<file path="config.mk">
export PLATFORM = sky130hd
export DESIGN_NAME = slit_edge_tracker
export DESIGN_NICKNAME = d
export VERILOG_FILES = /design/src/rtl/slit_edge_tracker.sv
export SDC_FILE = /design/constraint.sdc
export NUM_CORES = 1
export LEC_CHECK = 0
export ABC_AREA = 1
export BUFFER_PORTS_ARGS = -buffer_cell sky130_fd_sc_hd__buf_2
export CELL_PAD_IN_SITES_DETAIL_PLACEMENT = 0
export CELL_PAD_IN_SITES_GLOBAL_PLACEMENT = 2
export CORE_UTILIZATION = 40
export CTS_CLUSTER_SIZE = 10
export DETAILED_ROUTE_END_ITERATION = 8
export MAX_ROUTING_LAYER = met4
export PLACE_DENSITY_LB_ADDON = 0.12
export SYNTH_ARGS = -nofsm -noshare
export SYNTH_HDL_FRONTEND = slang
export SYNTH_SLANG_ARGS = --single-unit
</file>
<file path="constraint.sdc">
create_clock -name clk -period 4.7 [get_ports clk]
set_input_delay 0 -clock clk [delete_from_list [all_inputs] [get_ports clk]]
set_output_delay 0 -clock clk [all_outputs]
set_load 0.01 [all_outputs]
</file>
<file path="src/rtl/slit_edge_tracker.sv">
module slit_edge_tracker #(
  parameter int DATA_W   = 8,
  parameter int PIX_W    = 12,
  parameter int DEPTH    = 16,
  parameter int ZERO_REF = 1048
) (
  input  logic                         clk,
  input  logic                         rst_n,
  input  logic [DATA_W-1:0]            threshold,
  input  logic                         line_start,
  input  logic                         pix_valid,
  input  logic [DATA_W-1:0]            pix_data,
  input  logic                         cap_start,
  input  logic [$clog2(DEPTH+1)-1:0]   num_lines,
  input  logic [$clog2(DEPTH)-1:0]     rd_addr,
  output logic [PIX_W:0]               rd_data,
  output logic [PIX_W-1:0]             lead_pos,
  output logic [PIX_W-1:0]             trail_pos,
  output logic [PIX_W-1:0]             width,
  output logic [PIX_W-1:0]             centre,
  output logic                         line_done,
  output logic                         line_ok,
  output logic                         done
);
  localparam int IW = $clog2(DEPTH);
  localparam int NW = $clog2(DEPTH+1);
  localparam logic [PIX_W:0] REF_V = ZERO_REF[PIX_W:0];

  logic             in_line, prev_bin, have_lead, have_trail, armed;
  logic [PIX_W-1:0] cnt, lead_lat, trail_lat;
  logic [NW-1:0]    wr_idx;
  logic [PIX_W:0]   cap_mem [DEPTH];

  wire              bin       = pix_data >= threshold;
  wire              good      = have_lead && have_trail;
  wire  [PIX_W:0]   sum_w     = {1'b0, lead_lat} + {1'b0, trail_lat};
  wire  [PIX_W-1:0] cent_next = good ? sum_w[PIX_W:1] : centre;
  wire  [PIX_W:0]   rel       = {1'b0, cent_next} - REF_V;
  wire              closing   = line_start && in_line;
  wire  [NW:0]      next_cnt  = {1'b0, wr_idx} + 1'b1;
  wire              last      = (next_cnt >= {1'b0, num_lines}) || (next_cnt == (NW+1)'(DEPTH));

  assign rd_data = cap_mem[rd_addr];

  always_ff @(posedge clk) begin
    if (!rst_n) begin
      in_line <= 1'b0; prev_bin <= 1'b0; have_lead <= 1'b0; have_trail <= 1'b0;
      cnt <= '0; lead_lat <= '0; trail_lat <= '0;
      lead_pos <= '0; trail_pos <= '0; width <= '0; centre <= '0;
      line_done <= 1'b0; line_ok <= 1'b0;
    end else begin
      line_done <= closing;
      if (line_start) begin
        in_line <= 1'b1; prev_bin <= 1'b0; have_lead <= 1'b0; have_trail <= 1'b0;
        cnt <= '0;
        if (in_line) begin
          line_ok <= good;
          if (good) begin
            lead_pos  <= lead_lat;
            trail_pos <= trail_lat;
            width     <= trail_lat - lead_lat;
            centre    <= cent_next;
          end
        end
      end else if (pix_valid && in_line) begin
        if (bin && !prev_bin && !have_lead) begin
          have_lead <= 1'b1;
          lead_lat  <= cnt;
        end
        if (!bin && prev_bin && have_lead && !have_trail) begin
          have_trail <= 1'b1;
          trail_lat  <= cnt;
        end
        prev_bin <= bin;
        cnt      <= cnt + 1'b1;
      end
    end
  end

  always_ff @(posedge clk) begin
    if (!rst_n) begin
      armed <= 1'b0; done <= 1'b0; wr_idx <= '0;
    end else if (cap_start) begin
      armed <= 1'b1; done <= 1'b0; wr_idx <= '0;
    end else if (closing && armed) begin
      cap_mem[wr_idx[IW-1:0]] <= rel;
      wr_idx <= next_cnt[NW-1:0];
      if (last) begin
        armed <= 1'b0;
        done  <= 1'b1;
      end
    end
  end

  assert_edge_order_R5: assert property (@(posedge clk) disable iff (!rst_n)
    (line_done && line_ok) |-> (trail_pos > lead_pos));
  assert_mid_width_R5: assert property (@(posedge clk) disable iff (!rst_n)
    (line_done && line_ok) |-> (width == trail_pos - lead_pos &&
      centre == PIX_W'(({1'b0, lead_pos} + {1'b0, trail_pos}) >> 1)));
  assert_keep_centre_R6: assert property (@(posedge clk) disable iff (!rst_n)
    (line_done && !line_ok) |-> $stable(centre));
  assert_done_holds_R8: assert property (@(posedge clk) disable iff (!rst_n)
    (done && !cap_start) |=> done);
  assert_no_overrun_R7: assert property (@(posedge clk) disable iff (!rst_n)
    armed |-> (wr_idx < NW'(DEPTH)));
  assert_single_pulse_R5: assert property (@(posedge clk) disable iff (!rst_n)
    line_done |=> !line_done);
endmodule

</file>
=== After elaboration in Yosys (flattened, before gate mapping) ===
Memory sizes are Yosys's and may differ from the RTL's.
Cells that the tools add are included.

* Memory bits (writable): 208
* Input port bits: 30
* Flip-flop bits (word level): 97
* Output and inout bits: 64
* Memories: 1

* Equality and inequality tests: 1
* $add $sub $neg: 5
* Reductions and logical operators: 26
* Multiplexer cells: 8
* $lt $le $gt $ge: 2
* Bitwise operators: 2

{| class="wikitable"
|+ Memories
! name !! words !! width !! read ports !! clocked after Yosys merged registers in !! wr ports !! line !! text
|-
| cap_mem || 16 || 13 || 1 || 0 || 1 || 32 || <nowiki>logic [PIX_W:0] cap_mem [DEPTH];</nowiki>
|}

{| class="wikitable"
|+ Operators by type and width
! cell !! count
|-
| $add A12 B12 Y13 || 1
|-
| $sub A12 B11 Y13 const B || 1
|-
| $add A12 B1 Y12 const B || 1
|-
| $mux W12 || 1
|-
| $sub A12 B12 Y12 || 1
|-
| $reduce_and A2 Y1 || 5
|-
| $logic_and A1 B1 Y1 || 9
|-
| $reduce_and A3 Y1 || 3
|-
| $ge A8 B8 Y1 || 1
|-
| $mux W1 || 7
|-
| $add A5 B1 Y6 const B || 1
|-
| $eq A6 B5 Y1 const B || 1
|-
| $ge A6 B5 Y1 || 1
|-
| $logic_not A1 Y1 || 4
|-
| $reduce_bool A2 Y1 || 2
|-
| $reduce_or A2 Y1 || 2
|-
| $not A1 Y1 || 2
|-
| $logic_or A1 B1 Y1 || 1
|}

=== Longest topological paths before layout ===
Gate-level depths: netlist of run 1.

* Word-level depth: 6
* Mapped depth: 18
* Depth with buffers taken out: 18

=== Worst setup path after synthesis of run 1 ===
No wires, ideal clock.

* Path type: register -> register
* Start: register lead_lat[0]
* End: memory cap_mem[0][8] (netlist name) (data pin)
* Cell stages (with the launch flop): 16
* Slack: 2.173 ns
* Period minus slack after synthesis: 2.527 ns
* Arrival: 2.238 ns
* Buffers on the path: 0
* Library setup time: 0.289 ns
* Cell sequence: dfxtp_1 ha_1 inv_1 fa_1 inv_1 nand2_2 nand2_2 nand3_1 nand2_1 nand2_1 nand2_1 nand2_1 nand2_2 nand3_4 nor2_4 xor2_1

* Word-level cells in the longest chain between the ends: 3

{| class="wikitable"
|+ Ends and longest elaborated chain
! element !! line !! text
|-
| start, declared || 30 || <nowiki>logic [PIX_W-1:0] cnt, lead_lat, trail_lat;</nowiki>
|-
| start signal, assigned || 68 || <nowiki>lead_lat <= cnt;</nowiki>
|-
| $add A12 B12 Y13 || 36 || <nowiki>wire [PIX_W:0] sum_w = {1'b0, lead_lat} + {1'b0, trail_lat};</nowiki>
|-
| $mux W12 || 37 || <nowiki>wire [PIX_W-1:0] cent_next = good ? sum_w[PIX_W:1] : centre;</nowiki>
|-
| $sub A12 B11 Y13 || 38 || <nowiki>wire [PIX_W:0] rel = {1'b0, cent_next} - REF_V;</nowiki>
|-
| via rel[8] || 38 ||
|-
| end, declared || 32 ||
|}

The timed path passes the listed nets, and every way through them passes these cells.

=== Worst setup path after layout of run 1 ===
* Start: register lead_lat[0]
* End: memory cap_mem[8][4] (netlist name) (data pin)

Same word-level chain as after synthesis.

==> impl_metrics.env, run 1 <==
export IMPL_finalWeightedCongestion=0.773
export IMPL_ant_nets=0
export IMPL_diodes=0
export IMPL_row_count=67
export IMPL_max_slew_margin_pct=23.3
export IMPL_wl_mm=35.2
export IMPL_port_buffers=93
export IMPL_hpwl_mm=22.4
export IMPL_vias=9589
export IMPL_fin_crit_ns=3.11
export IMPL_synth_top_area_share_pct=45.3
export IMPL_synth_fa_ha_area_share_pct=4.11
export IMPL_ys_flop_type="edfxtp_1"
export IMPL_wl_per_cell_um=18.4
export IMPL_drt_initial_drc_count=596
export IMPL_post_route_period_util_pct=66.2
export IMPL_synthMuxAreaShare_pct=3.78
export IMPL_insertion_delay_ns=0.51
export IMPL_clk_path_buf_depth=3
export IMPL_gr_total_overflow=0
export IMPL_fin_skew_ns=0.0121
export IMPL_grt_pass1_vias=9438
export IMPL_track_usage_pct=21.1
export IMPL_clock_sinks=305
export IMPL_ys_types=44
export IMPL_yosys_top_cells_count="edfxtp_1, inv_1, o21ai_0, nand2_1, a21oi_1"
export IMPL_grt_pass1_wl_mm=55.2
export IMPL_status="completed"
export IMPL_cp_start_kind="flop"
export IMPL_fp_coreArea_um2=33700
export IMPL_met2_length_mm=17.5
export IMPL_grt_start_max_net_pins=88
export IMPL_h_tree_depth=2
export IMPL_syn_area_um2=13800
export IMPL_holdWs_ns=0.0992
export IMPL_start_util_pct=40.9
export IMPL_tightest_slew_ns=1.14
export IMPL_avgSynthCellArea_um2=10.2
export IMPL_io_pins=94
export IMPL_setup_viol=0
export IMPL_arrival_ns=3.27
export IMPL_cts_tree="done"
export IMPL_hold_viol=0
export IMPL_synthMostInstantiatedCell="edfxtp_1"
export IMPL_via_per_inst=5.02
export IMPL_yosys_top_cells_area="edfxtp_1, dfxtp_1, o21ai_0"
export IMPL_postCtsSetupRepairBufs=0
export IMPL_cts_made_buffers=37
export IMPL_vdd_ir_drop_worst_mv=0.211
export IMPL_power_density_nw_per_um2=356
export IMPL_cts_resized=0
export IMPL_dr_wl_met3_mm=1.19
export IMPL_synth_top_cell_by_area="edfxtp_1"
export IMPL_maxSlewViolCount=0
export IMPL_antenna_found_initial=0
export IMPL_total_power_mw=5.62
export IMPL_synth_edf_count=208
export IMPL_synthXorXnorAreaFrac_pct=1.08
export IMPL_cp_end_kind="flop"
export IMPL_synth_compound_area_share_pct=13.7
export IMPL_fmax_mhz=321
export IMPL_top_layer_used="met4"
export IMPL_synthToLayoutAreaGrowth_pct=14.8
export IMPL_final_core_utilization_pct=46.9
export IMPL_wl_met1_mm=15.7
export IMPL_async_flop_share_pct=0
export IMPL_cts_clk_slew_worst_paths_ns=0.05
export IMPL_max_cap_viol_count=0
export IMPL_crit_required_ns=4.85
export IMPL_dieArea_um2=35200
export IMPL_p_leak_nw=6.37
export IMPL_die_h_um=188
export IMPL_first_pass_iters=5
export IMPL_crit_path_max_fanout=18
export IMPL_yosys_area_share_simple_pct=10.5
export IMPL_path_class="reg -> reg"
export IMPL_synth_top_family_by_area="compound AO/OA/AOI/OAI gates"
export IMPL_cts_root_buf="clkbuf_16"
export IMPL_syn_nets=1424
export IMPL_yosysWarnings=0
export IMPL_layout_nets=1518
export IMPL_drive_gt1_share_pct=13.3
export IMPL_die_x_um=188
export IMPL_synth_seq_cells=305
export IMPL_synth_seq_area_share_pct=59.4
export IMPL_syn_inst=1350
export IMPL_finalSetupTns_ns=0
export IMPL_drc=0
export IMPL_grt_setup_unrepaired="no"
export IMPL_min_path_type="in -> reg"
worst max-delay path, cell delays in order (launching register included):
cell	delay (ns)
dfxtp_1	0.35
ha_1	0.17
inv_1	0.05
fa_1	0.40
inv_1	0.08
nand2_2	0.06
nand2_2	0.08
nand3_1	0.07
nand3_1	0.09
nand2_1	0.10
inv_1	0.41
xor2_1	0.88
cell families after synthesis:
kind of cell,after synthesis
AO/OA/AOI/OAI,341
flip-flops,305
XOR/XNOR,17
multiplexers,52
AND/OR/NAND/NOR,333
adder cells (fa/ha/maj),44
buffers and inverters,258
area by class of cell:
cell class | instances | area (µm²)
fillers | 3189 | 17900
clock inverters | 4 | 31.3
inverters | 191 | 717
flip-flops and latches | 305 | 8190
clock buffers | 54 | 1010
well taps | 448 | 561
multi-input cells | 787 | 4590
repair buffers | 122 | 706
where the power goes:
group | internal [mW] | switching [mW] | leakage [nW] | total [mW]
sequential | 2.84 | 0.00462 | 2.47 | 2.85
combinational | 0.0937 | 0.186 | 3.40 | 0.280
clock | 1.48 | 1.02 | 0.506 | 2.50
stage by stage:
stage | cells | setup WS, ns | area (µm²)
after global routing | 1911 | 1.34 | 15800
after CTS | 1911 | 1.58 | 15800
after global placement | 1850 | 1.73 | 14700
after floorplan | 1350 | 2.17 | 13800
final | 1911 | 1.59 | 15800
after detailed placement | 1850 | 1.61 | 14700
sequential cells by signal, indices dropped and copies added (netlist names), 5 cells and up:
signal	cells
wr_idx	5
width	12
lead_lat	12
centre	12
trail_pos	12
cap_mem	208
lead_pos	12
trail_lat	12
cnt	12
what timing repair did:
action,CTS,global route
endpoints found under the setup margin,0,0
hold buffers,3,0
hold endpoints to repair,21,0
routing by layer:
layer	vias to the layer above	GRT usage (%)
li1	4815	-
met1	4556	26.3
met2	169	35.9
met3	49	2.58
met4	0	5.85
met5	-	-
final timing paths:
check               startpoint       endpoint  slack (ns)  cells past startpoint
hold reg to reg           done           done        0.46                      2
setup reg to reg   lead_lat[0]  cap_mem[8][4]        1.59                     11
hold / removal    num_lines[4]           done         0.1                      7
setup / recovery   lead_lat[0]  cap_mem[8][4]        1.59                     11
cell usage in the layout, fill, tap and decap left out, drive strengths merged, types with 2 or more instances in the layout:
| cell | count |
|---|---|
| nor3 | 16 |
| edfxtp | 208 |
| nand2 | 144 |
| dfxtp | 97 |
| inv | 189 |
| xor2 | 16 |
| clkinv | 6 |
| and2 | 2 |
| o211ai | 57 |
| a21oi | 133 |
| ha | 42 |
| fa | 2 |
| mux2i | 52 |
| clkbuf | 54 |
| or2 | 2 |
| nand3 | 61 |
| nand4 | 3 |
| o21ai | 144 |
| buf | 119 |
| nor2 | 103 |
| dlygate4sd3 | 3 |
No activity file was read; power rests on OpenSTA's default activity.
==> run 2: changes to the inputs <==
==> constraint.sdc (replaced) <==
create_clock -name clk -period 3 [get_ports clk]
set_input_delay 0 -clock clk [delete_from_list [all_inputs] [get_ports clk]]
set_output_delay 0 -clock clk [all_outputs]
set_load 0.01 [all_outputs]
==> run 2 against run 1 <==
Effect of this change:
- count of clock-buffer cells in the layout unchanged
- largest cell class unchanged
- setup slack got worse by 1.4 ns
- maximum frequency up 9.6%
- total power rose by 61%
- non-clock buffer count grew 20
- combinational power is 61% higher
- flip-flop and latch count unchanged
- critical path type unchanged
- clock power is 66% higher
- critical path depth rose by 7
- via count rose by 0.89%
- final cell count increased by 1.0%
==> impl_metrics.env, run 2 (synthesis results as in run 1) <==
export IMPL_status="completed"
export IMPL_cts_clk_slew_worst_paths_ns=0.05
export IMPL_p_leak_nw=6.50
export IMPL_cp_end_kind="flop"
export IMPL_hold_path_end="done"
export IMPL_clk_path_buf_depth=3
export IMPL_layout_nets=1538
export IMPL_grt_pass1_vias=9751
export IMPL_fin_crit_ns=2.84
export IMPL_stdcell_area_um2=16100
export IMPL_fin_cells=1931
export IMPL_insertion_delay_ns=0.52
export IMPL_antenna_found_initial=0
export IMPL_h_tree_depth=2
export IMPL_post_route_period_util_pct=94.7
export IMPL_postCtsSetupRepairBufs=0
export IMPL_ant_nets=0
export IMPL_port_buffers=93
export IMPL_io_pins=94
export IMPL_first_pass_iters=5
export IMPL_worstRegToRegCells=18
export IMPL_min_delay_start="num_lines[4]"
export IMPL_grt_start_max_net_pins=72
export IMPL_drc=0
export IMPL_fmax_mhz=352
export IMPL_worstReg2RegStart="lead_lat[0]"
export IMPL_crit_path_max_fanout=16
export IMPL_mostFrequentLayoutCell="edfxtp_1"
export IMPL_hold_viol=0
export IMPL_track_usage_pct=21.8
export IMPL_die_x_um=188
export IMPL_wl_per_cell_um=18.7
export IMPL_gr_total_overflow=0
export IMPL_critPathSlowestCell="nand2_1"
export IMPL_via_per_inst=5.01
export IMPL_dieArea_um2=35200
export IMPL_reg2reg_slack_ns=0.16
export IMPL_min_path_type="in -> reg"
export IMPL_diodes=0
export IMPL_grt_setup_unrepaired="yes"
export IMPL_setup_viol=0
export IMPL_placedCellCount=1867
export IMPL_cts_tree="done"
export IMPL_cts_root_buf="clkbuf_16"
export IMPL_cts_made_buffers=37
export IMPL_synthToLayoutAreaGrowth_pct=16.6
export IMPL_wl_mm=36.2
export IMPL_grt_pass1_wl_mm=57.0
export IMPL_largest_reg_flops=208
export IMPL_clock_sinks=305
export IMPL_drive_gt1_share_pct=14.4
export IMPL_fin_skew_ns=0.0210
export IMPL_drt_initial_drc_count=571
export IMPL_mostFrequentLayoutCells="edfxtp_1, inv_1, o21ai_0"
export IMPL_dpl_cell_area_um2=14900
export IMPL_path_delay_family="simple AND/OR/NAND/NOR gates"
export IMPL_max_cap_viol_count=0
export IMPL_crit_buf_inv=2
export IMPL_max_slew_margin_pct=48.4
export IMPL_multiInputGateArea_um2=4590
export IMPL_fp_coreArea_um2=33700
export IMPL_crit_required_ns=3.24
export IMPL_arrival_ns=3.08
export IMPL_path_class="reg -> reg"
export IMPL_power_density_nw_per_um2=565
export IMPL_r2r_end="cap_mem[1][11]"
export IMPL_maxSlewViolCount=0
export IMPL_tightest_slew_ns=0.773
export IMPL_cp_start_kind="flop"
export IMPL_row_count=67
export IMPL_area_sequential_um2=8190
export IMPL_crit_chain="ha_1 > inv_1 > fa_1 > inv_1 > nand2_2 > nand2_2 > nand3_1 > nand2_1 > nand2_1 > nand2_1 > nand2_1 > nand2_2 > nand3_4 > nor2_4 > nand2_2 > nand2_1 > nand2_1 > nand2_1"
export IMPL_slowest_delay_ns=0.40
export IMPL_hpwl_mm=23.4
export IMPL_hold_depth=7
export IMPL_die_h_um=188
export IMPL_crit_top_cell="nand2_1"
export IMPL_start_util_pct=40.9
export IMPL_vdd_ir_drop_worst_mv=0.370
export IMPL_finalWeightedCongestion=0.802
export IMPL_vias=9674
export IMPL_fill_cells=3230
run 2: cell count changes in the layout (fill, tap and decap cells not counted):
cell | previous run | this run
buf_4 | 26 | 42
clkinv_2 | 3 | 0
dlygate4sd3_1 | 3 | 6
bufinv_16 | 0 | 2
buf_12 | 1 | 2
clkbuf_1 | 16 | 15
clkbuf_8 | 0 | 1
inv_16 | 0 | 1
nand2_1 | 136 | 135
nand2_2 | 7 | 8
run 2: repair_timing:
action,CTS,global route
hold endpoints to repair,22,0
resized for setup,0,1
hold buffers,6,0
endpoints found under the setup margin,0,64
run 2: routing by layer:
metal	part of all wire (%)	vias to the layer above	GRT usage (%)	wire (µm)
met1	44	4631	26.8	15900
met4	1.7	0	4.82	614
li1	-	4853	-	-
met3	3.5	34	2.98	1270
met2	51	156	38.0	18400
met5	0	-	-	0
run 2: through the flow:
stage                     hold slack [ns]  setup WS, ns  util (%)  total power [mW]  TNS, ns
after global routing                0.139        -0.129      47.6              9.41    -4.54
after floorplan                     0.116         0.473         -              4.84        0
after global placement              0.250         0.229      44.1              5.00        0
after detailed placement            0.253         0.202      44.1              5.00        0
after CTS                          0.0756         0.180      47.6              9.18        0
final                              0.0894         0.158      47.6              9.07        0
run 2: area by class of cell:
class                   instances  share of cell area, %
repair buffers                142                   5.46
clock inverters                 4                  0.600
flip-flops and latches        305                   51.0
multi-input cells             787                   28.6
clock buffers                  54                   6.36
inverters                     191                   4.47
well taps                     448                   3.49
run 2: worst max-delay path by stage:
stage | start | to | slack, ns | cells after the start
after detailed placement | lead_lat[0] | cap_mem[5][11] | 0.20 | 18
after floorplan | lead_lat[0] | cap_mem[0][8] | 0.47 | 15
after global placement | lead_lat[0] | cap_mem[1][11] | 0.23 | 17
after global routing | lead_lat[1] | cap_mem[7][11] | -0.13 | 17
final | lead_lat[0] | cap_mem[1][11] | 0.16 | 18
after CTS | trail_lat[0] | cap_mem[1][11] | 0.18 | 18
run 2: tightest hold or removal path: stages:
cell,delay [ns]
buf_2,0.10
inv_1,0.04
ha_1,0.13
nor2_1,0.04
nand2_1,0.06
nand3_1,0.08
a21oi_1,0.12
run 2: report_power, final:
part,switching (mW),internal [mW],total [mW],leakage [nW]
registers,0.00747,4.45,4.46,2.47
clock network,1.63,2.52,4.16,0.538
logic,0.296,0.156,0.452,3.50
